[src/rtl/linscan_pkg.sv]
package linscan_pkg;

    // Default geometry of the sensor line.
    localparam int unsigned LS_NPIX = 64;

    // What the analog output multiplexer is pointed at.
    typedef enum logic [1:0] {
        SEL_NONE = 2'd0,
        SEL_TEMP = 2'd1,
        SEL_PIX  = 2'd2
    } sel_kind_e;

endpackage

[src/rtl/linscan_ctr.sv]
module linscan_ctr #(
    parameter int unsigned NPIX = linscan_pkg::LS_NPIX,
    localparam int unsigned LAST = NPIX + 2,
    localparam int unsigned CW   = $clog2(LAST + 1)
) (
    input  logic          clk,
    input  logic          rst,
    input  logic          start,
    input  logic          inhibit,
    output logic [CW-1:0] cyc_q,
    output logic [CW-1:0] cyc_nxt,
    output logic          init_q
);

    typedef struct packed {
        logic [CW-1:0] cyc;
        logic          init;
    } ctr_st_t;

    localparam logic [CW-1:0] CYC_LAST = CW'(LAST);
    localparam logic [CW-1:0] CYC_ONE  = CW'(1);

    ctr_st_t st_d, st_q;
    logic    go;

    always_comb begin
        st_d = st_q;
        go   = start && !inhibit;
        if (st_q.cyc == '0) begin
            if (go) st_d.cyc = CYC_ONE;
        end else if (st_q.cyc == CYC_LAST) begin
            st_d.init = 1'b0;
            st_d.cyc  = go ? CYC_ONE : '0;
        end else begin
            st_d.cyc = st_q.cyc + CYC_ONE;
        end
    end

    always_ff @(posedge clk) begin
        if (rst) begin
            st_q.cyc  <= '0;
            st_q.init <= 1'b1;
        end else begin
            st_q <= st_d;
        end
    end

    assign cyc_q   = st_q.cyc;
    assign cyc_nxt = st_d.cyc;
    assign init_q  = st_q.init;

    p_start_r1: assert property (@(posedge clk) disable iff (rst)
        (cyc_q == '0 && start && !inhibit) |=> cyc_q == CYC_ONE);

    p_advance_r9: assert property (@(posedge clk) disable iff (rst)
        (cyc_q != '0 && cyc_q != CYC_LAST) |=> cyc_q == $past(cyc_q) + CYC_ONE);

    p_end_r2: assert property (@(posedge clk) disable iff (rst)
        (cyc_q == CYC_LAST && !start) |=> cyc_q == '0);

    p_chain_r10: assert property (@(posedge clk) disable iff (rst)
        (cyc_q == CYC_LAST && start && !inhibit) |=> cyc_q == CYC_ONE);

    p_blocked_r11: assert property (@(posedge clk) disable iff (rst)
        (cyc_q == '0 && inhibit) |=> cyc_q == '0);

    p_init_drop_r8: assert property (@(posedge clk) disable iff (rst)
        (cyc_q == CYC_LAST) |=> !init_q);

endmodule

[src/rtl/linscan_track.sv]
module linscan_track #(
    parameter int unsigned NPIX = linscan_pkg::LS_NPIX,
    parameter int unsigned CW   = 7
) (
    input  logic            clk,
    input  logic            rst,
    input  logic [CW-1:0]   cyc_nxt,
    output logic [NPIX-1:0] trk_q
);

    logic [NPIX-1:0] trk_d;
    logic [NPIX-1:0] set_hit;
    logic            clr_all;

    // Pixel k is released to track on the cycle numbered k+3.
    for (genvar k = 0; k < NPIX; k++) begin : g_hit
        assign set_hit[k] = (cyc_nxt == CW'(k + 3));
    end

    always_comb begin
        clr_all = (cyc_nxt == CW'(1));
        trk_d   = clr_all ? '0 : (trk_q | set_hit);
    end

    always_ff @(posedge clk) begin
        if (rst) trk_q <= '0;
        else     trk_q <= trk_d;
    end

    p_single_step_r6: assert property (@(posedge clk) disable iff (rst)
        $countones(trk_q & ~$past(trk_q)) <= 1);

endmodule

[src/rtl/linscan_mux.sv]
module linscan_mux #(
    parameter int unsigned NPIX = linscan_pkg::LS_NPIX,
    parameter int unsigned CW   = 7,
    localparam int unsigned PW  = $clog2(NPIX)
) (
    input  logic [CW-1:0] cyc_q,
    input  logic          inhibit,
    output logic          discharge,
    output logic          precharge,
    output logic          integ_start,
    output logic          sel_temp,
    output logic          sel_pix_valid,
    output logic [PW-1:0] sel_pix
);
    import linscan_pkg::*;

    localparam logic [CW-1:0] CYC_LAST = CW'(NPIX + 2);

    sel_kind_e     kind;
    logic [CW-1:0] off;

    always_comb begin
        off = cyc_q - CW'(2);
        if (cyc_q == CW'(1) || cyc_q == CYC_LAST)        kind = SEL_TEMP;
        else if (cyc_q >= CW'(2) && cyc_q < CYC_LAST)    kind = SEL_PIX;
        else                                             kind = SEL_NONE;

        sel_temp      = (kind == SEL_TEMP);
        sel_pix_valid = (kind == SEL_PIX);
        sel_pix       = sel_pix_valid ? off[PW-1:0] : '0;

        discharge   = !inhibit && (cyc_q == CW'(1));
        precharge   = !inhibit && (cyc_q == CW'(2));
        integ_start = precharge;
    end

endmodule

[src/rtl/linscan_seq.sv]
module linscan_seq #(
    parameter int unsigned NPIX = linscan_pkg::LS_NPIX,
    localparam int unsigned CW  = $clog2(NPIX + 3),
    localparam int unsigned PW  = $clog2(NPIX)
) (
    input  logic            clk,
    input  logic            rst,
    input  logic            start_i,
    input  logic            inhibit_i,
    output logic            busy_o,
    output logic [CW-1:0]   cycle_o,
    output logic [NPIX-1:0] track_en_o,
    output logic            discharge_o,
    output logic            precharge_o,
    output logic            integ_start_o,
    output logic            sel_temp_o,
    output logic            sel_pix_valid_o,
    output logic [PW-1:0]   sel_pix_o,
    output logic            init_run_o
);

    logic [CW-1:0] cyc_q;
    logic [CW-1:0] cyc_nxt;

    linscan_ctr #(.NPIX(NPIX)) u_ctr (
        .clk     (clk),
        .rst     (rst),
        .start   (start_i),
        .inhibit (inhibit_i),
        .cyc_q   (cyc_q),
        .cyc_nxt (cyc_nxt),
        .init_q  (init_run_o)
    );

    linscan_track #(.NPIX(NPIX), .CW(CW)) u_track (
        .clk     (clk),
        .rst     (rst),
        .cyc_nxt (cyc_nxt),
        .trk_q   (track_en_o)
    );

    linscan_mux #(.NPIX(NPIX), .CW(CW)) u_mux (
        .cyc_q         (cyc_q),
        .inhibit       (inhibit_i),
        .discharge     (discharge_o),
        .precharge     (precharge_o),
        .integ_start   (integ_start_o),
        .sel_temp      (sel_temp_o),
        .sel_pix_valid (sel_pix_valid_o),
        .sel_pix       (sel_pix_o)
    );

    assign cycle_o = cyc_q;
    assign busy_o  = (cyc_q != '0);

    p_hold_first_r3: assert property (@(posedge clk) disable iff (rst)
        (cycle_o == CW'(1)) |-> (track_en_o == '0 && sel_temp_o));

    p_track_count_r6: assert property (@(posedge clk) disable iff (rst)
        (cycle_o >= CW'(3)) |-> ($countones(track_en_o) == int'(cycle_o) - 2));

    p_sel_excl_r5: assert property (@(posedge clk) disable iff (rst)
        $onehot0({sel_temp_o, sel_pix_valid_o}));

    p_quiet_r11: assert property (@(posedge clk) disable iff (rst)
        inhibit_i |-> !(discharge_o || precharge_o || integ_start_o));

    p_pix_step_r5: assert property (@(posedge clk) disable iff (rst)
        (sel_pix_valid_o && $past(sel_pix_valid_o)) |-> sel_pix_o == $past(sel_pix_o) + PW'(1));

endmodule

[config.mk]
export PLATFORM = sky130hd
export DESIGN_NAME = linscan_seq
export DESIGN_NICKNAME = d
export VERILOG_FILES = /design/src/rtl/linscan_pkg.sv /design/src/rtl/linscan_ctr.sv /design/src/rtl/linscan_track.sv /design/src/rtl/linscan_mux.sv /design/src/rtl/linscan_seq.sv
export SDC_FILE = /design/constraint.sdc
export NUM_CORES = 1
export LEC_CHECK = 0
export BUFFER_PORTS_ARGS = -buffer_cell sky130_fd_sc_hd__buf_4
export CAP_MARGIN = 20
export CORE_ASPECT_RATIO = 1.4
export CORE_UTILIZATION = 40
export CTS_BUF_LIST = sky130_fd_sc_hd__clkbuf_16
export DETAILED_ROUTE_END_ITERATION = 10
export PLACE_DENSITY = 0.7
export SLEW_MARGIN = 5
export SYNTH_ARGS = -nofsm -noshare
export SYNTH_HDL_FRONTEND = slang
export SYNTH_HIERARCHICAL = 1
export SYNTH_SLANG_ARGS = --single-unit
[constraint.sdc]
create_clock -name clk -period 6.06 [get_ports clk]
set_clock_uncertainty 0.2 [all_clocks]
set_input_delay 0.606 -clock clk [delete_from_list [all_inputs] [get_ports clk]]
set_output_delay 0.606 -clock clk [all_outputs]
set_load 0.02 [all_outputs]
Yosys cells after proc, flatten, opt, wreduce, memory -nomap -nowiden
Index checks and enable logic that the tools add are counted.
{"block": "totals", "out_inout_bits": 84, "register_bits": 72, "wordCells": 96, "mem_bits_ro": 0, "ram_bits": 0, "mem_count": 0, "latchBits": 0, "inputBits": 4}
{"block": "op_classes", "multipliers": 0, "muxes": 7, "shift": 0, "n_bitwise": 2, "n_reduce_logical": 10, "n_lt_le_gt_ge": 2, "add_sub_neg": 2, "n_div": 0, "n_eq_ne": 70}
{"cell": "$eq A7 B6 Y1 const B", "n": 32}
{"cell": "$eq A7 B5 Y1 const B", "n": 16}
{"cell": "$or A64 B64 Y64", "n": 1}
{"cell": "$eq A7 B4 Y1 const B", "n": 8}
{"cell": "$eq A7 B3 Y1 const B", "n": 4}
{"cell": "$eq A7 B7 Y1 const B", "n": 4}
{"cell": "$mux W7", "n": 3}
{"cell": "$eq A7 B1 Y1 const B", "n": 2}
{"cell": "$eq A7 B2 Y1 const B", "n": 2}
{"cell": "$add A7 B1 Y7 const B", "n": 1}
{"cell": "$ge A7 B2 Y1 const B", "n": 1}
{"cell": "$logic_not A7 Y1", "n": 1}
{"cell": "$lt A7 B7 Y1 const B", "n": 1}
{"cell": "$reduce_bool A7 Y1", "n": 1}
{"cell": "$mux W6", "n": 1}
{"cell": "$sub A6 B2 Y6 const B", "n": 1}
{"cell": "$logic_and A1 B1 Y1", "n": 4}
{"cell": "$mux W2", "n": 2}
{"cell": "$eq A2 B1 Y1 const B", "n": 1}
{"cell": "$eq A2 B2 Y1 const B", "n": 1}
{"cell": "$reduce_and A2 Y1", "n": 1}
{"cell": "$reduce_or A2 Y1", "n": 1}
{"cell": "$logic_not A1 Y1", "n": 1}
{"cell": "$logic_or A1 B1 Y1", "n": 1}
{"cell": "2 further kinds", "n": 2}

Longest topological paths before layout
Gate-level depths: netlist (run 1).
{"block": "depth", "word_depth": 7, "mapped_depth": 10, "ltp_nobuf": 8}

Modules after synthesis
Netlist (run 1), hierarchy kept.
{"module": "linscan_track", "seq_area_each_um2": 1281.2, "area_per_inst_um2": 2195.9, "n_inst": 1, "cells_per_inst": 230}
{"module": "linscan_ctr", "seq_area_each_um2": 160.2, "area_per_inst_um2": 467.9, "n_inst": 1, "cells_per_inst": 53}
{"module": "linscan_mux", "seq_area_each_um2": 0.0, "area_per_inst_um2": 250.2, "n_inst": 1, "cells_per_inst": 37}
{"module": "linscan_seq", "seq_area_each_um2": 0.0, "area_per_inst_um2": 15.0, "n_inst": 1, "cells_per_inst": 3}

Worst setup path after synthesis (run 1)
No wires, ideal clock.
{"block": "synth_path", "kind": "reg2reg", "startpoint": "reg u_ctr.st_q, in the netlist u_ctr/cyc_q[2]", "endpoint": "reg u_track.trk_q[47]", "setup_ns": 0.114, "arrival_time_ns": 2.610, "path_stages_with_launch": 10, "required_time_ns": 5.746, "slack_ns": 3.136, "synth_period_minus_slack_ns": 2.924, "path_buffers": 3, "path_cell_list": "dfxtp_1 -> or4_1 -> buf_2 -> o21a_1 -> nor3_1 -> nor4b_4 -> a21o_1 -> buf_4 -> buf_6 -> nor2_1"}
{"block": "synth_via", "elab_chain_cells": 5, "word_cells_on_any_way": 10, "classes_between": "add/sub (1); eq/ne (3); mux (3); bitwise (1); reduce/logical (2)"}
{"item": "start: declaration", "line": "linscan_ctr.sv:23", "source": "ctr_st_t st_d, st_q;"}
{"item": "start signal: assignment", "line": "linscan_ctr.sv:44", "source": "st_q <= st_d;"}
{"item": "$eq A7 B7 Y1", "line": "linscan_ctr.sv:31", "source": "end else if (st_q.cyc == CYC_LAST) begin"}
{"item": "$mux W7", "line": "linscan_ctr.sv:31"}
{"item": "$mux W7 *", "line": "linscan_ctr.sv:29", "source": "if (st_q.cyc == '0) begin"}
{"item": "named net cyc_nxt[0]", "line": "linscan_seq.sv:23", "source": "logic [CW-1:0] cyc_nxt;"}
{"item": "$eq A7 B6 Y1 or $eq A7 B1 Y1 (tied branches)", "line": "linscan_track.sv:17, linscan_track.sv:21"}
{"item": "$or A64 B64 Y64 or $reduce_or A2 Y1 (tied branches)"}
{"item": "end signal: assignment", "line": "linscan_track.sv:27", "source": "else trk_q <= trk_d;"}
{"item": "end: declaration", "line": "linscan_track.sv:8", "source": "output logic [NPIX-1:0] trk_q"}
The timed path passes the listed nets; every way through them passes the cells marked *.
A chain may end at the register's enable or synchronous reset.

Worst setup path in the final report (run 1)
{"block": "layout_path", "startpoint": "reg u_ctr.st_q, in the netlist u_ctr/cyc_q[2]", "endpoint": "reg u_track.trk_q[61]"}
{"block": "layout_via", "elab_chain_cells": 5, "word_cells_on_any_way": 10, "classes_between": "add/sub (1); eq/ne (3); mux (3); bitwise (1); reduce/logical (2)"}
{"item": "$eq A7 B7 Y1", "line": "linscan_ctr.sv:31"}
{"item": "$mux W7", "line": "linscan_ctr.sv:31"}
{"item": "$mux W7 *", "line": "linscan_ctr.sv:29"}
{"item": "named net cyc_nxt[0]", "line": "linscan_seq.sv:23"}
{"item": "$eq A7 B7 Y1 or $eq A7 B1 Y1 (tied branches)", "line": "linscan_track.sv:17, linscan_track.sv:21"}
{"item": "$or A64 B64 Y64 or $reduce_or A2 Y1 (tied branches)"}
Marks and branches as above.

==> flow_summary.toml, run 1 <==
[drt]
drt_pass1_iterations = 4
antenna_left = 0
num_vias = 2613
met2WireLength_um = 3840
met3_length_um = 515
totalWireLength_um = 7510
routedWlPerCell_um = 14.8
vias_per_cell = 5.14
wl_met1_um = 3010
initialDrtViolationCount = 86
drc = 0
top_layer_used = "met4"

[setup_path]
start_kind = "flip-flop"
arrival_ps = 3450
crit_type = "reg -> reg"
cp_max_fo = 57
crit_required_ps = 6060
end_kind = "flip-flop"

[timing]
max_slew_margin = 0.391
min_period_over_period = 0.569
tns_ps = 0
finalCriticalPeriod_ps = 3450
setup_violations = 0
max_freq_ghz = 0.290
fin_ws_ps = 2610
slew_violations = 0
tightest_slew_ps = 911
fin_hold_ws_ps = 269
grt_setup_unrepaired = "false"
finalHoldViolations = 0

[layout]
stdcell_area_mm2 = 0.00391
area_growth_syn_to_layout_pct = 33.6
finish.net_count = 417
fillers = 645
drive_gt1_frac = 0.310
num_antenna_cells = 0

[logic_synthesis]
synthFlopType = "dfxtp_1"
ys_types = 43
synth-seq-area-share = 0.492
syn-mean-instance-area_um2 = 9.07
async_flop_share = 0
syn_area_mm2 = 0.00293
ys_warn_count = 6
yosys.cell_count.top_type = "dfxtp_1"
synthesis.nets = 332
synthTopCellsByArea = "dfxtp_1 (49%), a21oi_1 (11%), nor2_1 (8.8%)"
synth_edf_count = 0
yosys-top-cells-count = "dfxtp_1 (72), nor2_1 (69), a21oi_1 (67), nor3_1 (10)"
synth_top_area_cell = "dfxtp_1"
syn-instance-count = 323
ys_ff_latch = 72
synth_top_area_share = 0.492

[die]
rows = 36
coreArea_mm2 = 0.00703
fp.dieH_um = 103
io_pins = 88
die_x_um = 74.3
start_util = 0.417
dieArea_mm2 = 0.00767

[power]
switching_share = 0.298
p_sw_w = 0.000357
p_seq_frac = 0.409
p_clk_frac = 0.390
p_per_area_mw_per_mm2 = 307
p_leak_nw = 1.64
peakVddDrop_mv = 0.321
p_int_w = 0.000842
power_frac_comb = 0.201

[run_status]
outcome = "completed"

[clocking]
clkTransAtPathRegs_ps = 50
clock_latency_ps = 320
postCtsSetupRepairBufs = 0
h-tree-depth = 3
cts_buffers = 9
cts_tree = "built"
cts-root-buf = "clkbuf_16"
holdBufCountCts = 0
ctsResizeCount = 0
clk_path_buf_depth = 2
cts.sinks = 72

[global_route]
antenna_found_initial = 0
grt-ovfl-total = 0
gr-usage-all-layers = 0.198
grt_pass1_wl_um = 11500
grt_max_degree = 65
grt_pass1_vias = 2372

[flow_run]
maxCapViolCount = 0

[placement]
dpl_worst_slack_ps = 2210
portBuffers = 87
place_hpwl_um = 5030
dpl-instance-area_mm2 = 0.00359
gp_congestion = 0.771

[hold_path]
hold_class = "reg -> reg"
## critical path, stage by stage (launching register included)
cell and delay (ps):
dfxtp_1 420, or4_1 700, o21a_1 270, nor3_2 640, nor4b_4 420, a21o_2 300
buf_12 270, nor2_1 80
## power by group through the flow
stage / combinational [W] / sequential [W] / clock, W
6_report: 0.000241 / 0.000491 / 0.000468
5_1_grt: 0.000261 / 0.000493 / 0.000492
4_1_cts: 0.000229 / 0.000491 / 0.000478
3_5_place_dp: 0.000229 / 0.000502 / 0
3_3_place_gp: 0.000222 / 0.000502 / 0
2_1_floorplan: 0.000188 / 0.000502 / 0
## area by class of cell
class	count	area (µm²)	share of cell area
clock buffers	9	225	0.0575
clock inverters	7	46.3	0.0118
inverters	5	18.8	0.00480
multi-input cells	228	1350	0.346
flip-flops and latches	72	1440	0.368
well taps	95	119	0.0304
repair buffers	92	711	0.182
## metal layers
layer,vias up,track usage
met1,1203,0.219
met5,-,0
met4,0,0.0871
met2,94,0.353
met3,8,0.0523
li1,1308,-
## flip-flops by register name (all words and copies together) (netlist names)
signal and flops:
u_track/trk_q 64, u_ctr/cyc_q 7, u_ctr/init_q 1
## per-stage QoR
stage               power [W]  utilization  instances
floorplan            0.000690            -        323
global placement     0.000724        0.511        488
detailed placement   0.000730        0.511        488
CTS                   0.00120        0.550        504
global route          0.00125        0.557        508
finish                0.00120        0.557        508
## path summary, 6_finish.rpt
| check | startpoint | to | slack, ps | depth (start not counted) |
|---|---|---|---|---|
| max | u_ctr/cyc_q[2]$_SDFF_PP0_ | u_track/trk_q[61]$_SDFF_PP0_ | 2610 | 7 |
| min | u_track/trk_q[30]$_SDFF_PP0_ | u_track/trk_q[30]$_SDFF_PP0_ | 270 | 2 |
| max reg2reg | u_ctr/cyc_q[2]$_SDFF_PP0_ | u_track/trk_q[61]$_SDFF_PP0_ | 2610 | 7 |
| min reg2reg | u_track/trk_q[30]$_SDFF_PP0_ | u_track/trk_q[30]$_SDFF_PP0_ | 270 | 2 |
## kinds of logic (layout without fill, tap and decap cells)
| family | Yosys count | after routing | synth area share |
|---|---|---|---|
| simple gates | 135 | 135 | 0.264 |
| compound gates | 82 | 82 | 0.154 |
| flops | 72 | 72 | 0.492 |
| buf+inv | 23 | 113 | 0.0500 |
| fa+ha+maj | 5 | 5 | 0.0214 |
| xor+xnor | 5 | 5 | 0.0150 |
| mux | 1 | 1 | 0.00342 |
## cell usage in the layout (no fill, tap or decap), types with 2 or more instances in the layout
cell / count
a211oi_1: 2
a21oi_1: 67
and4b_2: 3
and4bb_2: 6
buf_4: 89
buf_6: 2
clkbuf_16: 9
clkinv_2: 2
clkinvlp_4: 2
dfxtp_1: 72
ha_1: 5
inv_1: 5
nand2_1: 6
nand2b_1: 4
nand3_1: 4
nor2_1: 69
nor2b_1: 5
nor3_1: 8
nor3_2: 2
nor3b_1: 3
nor3b_2: 2
nor4_1: 2
nor4_2: 3
nor4b_1: 5
o21a_1: 2
o21ai_0: 5
or3_1: 3
or4_1: 2
xnor2_1: 5
Note: power is estimated with default switching activity, not from simulation.
==> run 2, diff against run 1 <==
--- a/config.mk
+++ b/config.mk
@@ -11,7 +11,7 @@
 export CORE_UTILIZATION = 40
 export CTS_BUF_LIST = sky130_fd_sc_hd__clkbuf_16
 export DETAILED_ROUTE_END_ITERATION = 10
-export PLACE_DENSITY = 0.7
+export PLACE_DENSITY = 0.72
 export SLEW_MARGIN = 5
 export SYNTH_ARGS = -nofsm -noshare
 export SYNTH_HDL_FRONTEND = slang
==> constraint.sdc (replaced) <==
create_clock -name clk -period 3.15 [get_ports clk]
set_clock_uncertainty 0.2 [all_clocks]
set_input_delay 0.315 -clock clk [delete_from_list [all_inputs] [get_ports clk]]
set_output_delay 0.315 -clock clk [all_outputs]
set_load 0.02 [all_outputs]
==> flow_summary.toml, run 2 (synthesized netlist as in run 1, its figures left out) <==
[timing]
max_slew_margin = 0.266
max_freq_ghz = 0.359
finalHoldViolations = 0
finalCriticalPeriod_ps = 2790
tns_ps = 0
setup_violations = 0
grt_setup_unrepaired = "false"
tightest_slew_ps = 1100
min_period_over_period = 0.885
fin_hold_ws_ps = 31.2
slew_violations = 0

[power]
power.total_w = 0.00243
switching_share = 0.284
peakVddDrop_mv = 0.438
p_int_w = 0.00174
power_frac_comb = 0.221
p_leak_nw = 1.72
p_clk_frac = 0.397
p_per_area_mw_per_mm2 = 604
p_seq_frac = 0.382
p_sw_w = 0.000692

[clocking]
h-tree-depth = 3
cts-root-buf = "clkbuf_16"
ctsResizeCount = 0
clkTransAtPathRegs_ps = 60
holdBufCountCts = 0
postCtsSetupRepairBufs = 0
cts_tree = "built"
cts.sinks = 72
cts_buffers = 9
clk_path_buf_depth = 2
clock_latency_ps = 330

[global_route]
antenna_found_initial = 0
grt-ovfl-total = 0
grt_pass1_vias = 2540
gr-usage-all-layers = 0.210
grt_max_degree = 44
grt_pass1_wl_um = 12100

[drt]
vias_per_cell = 5.11
drc = 0
num_vias = 2675
antenna_left = 0
routedWlPerCell_um = 14.5
initialDrtViolationCount = 61
totalWireLength_um = 7570
drt_pass1_iterations = 4

[placement]
portBuffers = 87
place_hpwl_um = 5330
gp_congestion = 0.783
dp.cells = 506

[layout]
multiInputGateArea_mm2 = 0.00135
fillers = 636
final_util = 0.574
top_register = "u_track/trk_q"
num_antenna_cells = 0
final_cell_mix = "buf_4 (105), dfxtp_1 (72), nor2_1 (69)"
largest_reg_flops = 64
final_common_cell = "buf_4"
finish.net_count = 432
area_growth_syn_to_layout_pct = 37.7
stdcell_count = 523
drive_gt1_frac = 0.329
seq_area_mm2 = 0.00144

[setup_path]
crit_buf_inv = 0
end_kind = "flip-flop"
start_kind = "flip-flop"
cp_max_fo = 16
cp_slowest_cell = "nor3b_2"
crit_type = "reg -> reg"
path_delay_family = "simple AND/OR/NAND/NOR gates"
crit_required_ps = 3210
arrival_ps = 2850
cp_common_cell = "a21oi_1"
cp_cell_sequence = "ha_1 -> nand3_1 -> o21ai_0 -> a21oi_1 -> nor3b_2 -> a21oi_1 -> nor2_1"
cpPeakStageDelay_ps = 930

[hold_path]
hold_class = "in -> reg"

[die]
coreArea_mm2 = 0.00703
die_x_um = 74.3
io_pins = 88
start_util = 0.417
dieArea_mm2 = 0.00767
rows = 36
fp.dieH_um = 103

[run_status]
outcome = "completed"

[flow_run]
maxCapViolCount = 0
run 2: changes by cell type in the layout (fill, tap and decap cells not counted), sizes merged:
cell    previous run  this run
bufinv             0         1
buf               92       107
inv                6         5
run 2: cell type report:
class | count | share of cell area
clock inverters | 7 | 0.0155
repair buffers | 107 | 0.203
inverters | 5 | 0.00465
well taps | 95 | 0.0295
flip-flops and latches | 72 | 0.357
multi-input cells | 228 | 0.334
clock buffers | 9 | 0.0558
run 2: power groups by stage:
stage	clock network [W]	registers [W]	logic (W)
final	0.000966	0.000930	0.000539
after detailed placement	0	0.000950	0.000535
after CTS	0.000983	0.000930	0.000537
after global placement	0	0.000950	0.000525
after global routing	0.00103	0.000932	0.000591
after floorplan	0	0.000967	0.000361
run 2: final timing paths:
path,from,to,slack [ps],cells after the start
setup / recovery,u_ctr/cyc_q[0]$_SDFF_PP0_,u_track/trk_q[29]$_SDFF_PP0_,360,7
setup reg to reg,u_ctr/cyc_q[0]$_SDFF_PP0_,u_track/trk_q[29]$_SDFF_PP0_,360,7
hold / removal,rst,u_ctr/cyc_q[5]$_SDFF_PP0_,30,2
hold reg to reg,u_track/trk_q[1]$_SDFF_PP0_,u_track/trk_q[1]$_SDFF_PP0_,270,2
run 2: worst register-to-register path: stages (launching register included):
cell,delay [ps]
dfxtp_1,480
ha_1,240
nand3_1,120
o21ai_0,250
a21oi_1,200
nor3b_2,930
a21oi_1,180
nor2_1,120
run 2: metrics by stage:
step	cell area, µm²	worst slack, ps
2_1_floorplan	2930	226
3_3_place_gp	3730	384
3_5_place_dp	3730	366
4_1_cts	4020	309
5_1_grt	4030	87.6
6_report	4030	362
run 2: layer usage:
| layer | part of all wire | track usage |
|---|---|---|
| met1 | 0.40 | 0.223 |
| met2 | 0.52 | 0.372 |
| met3 | 0.057 | 0.0659 |
| met4 | 0.030 | 0.104 |
| met5 | 0 | 0 |
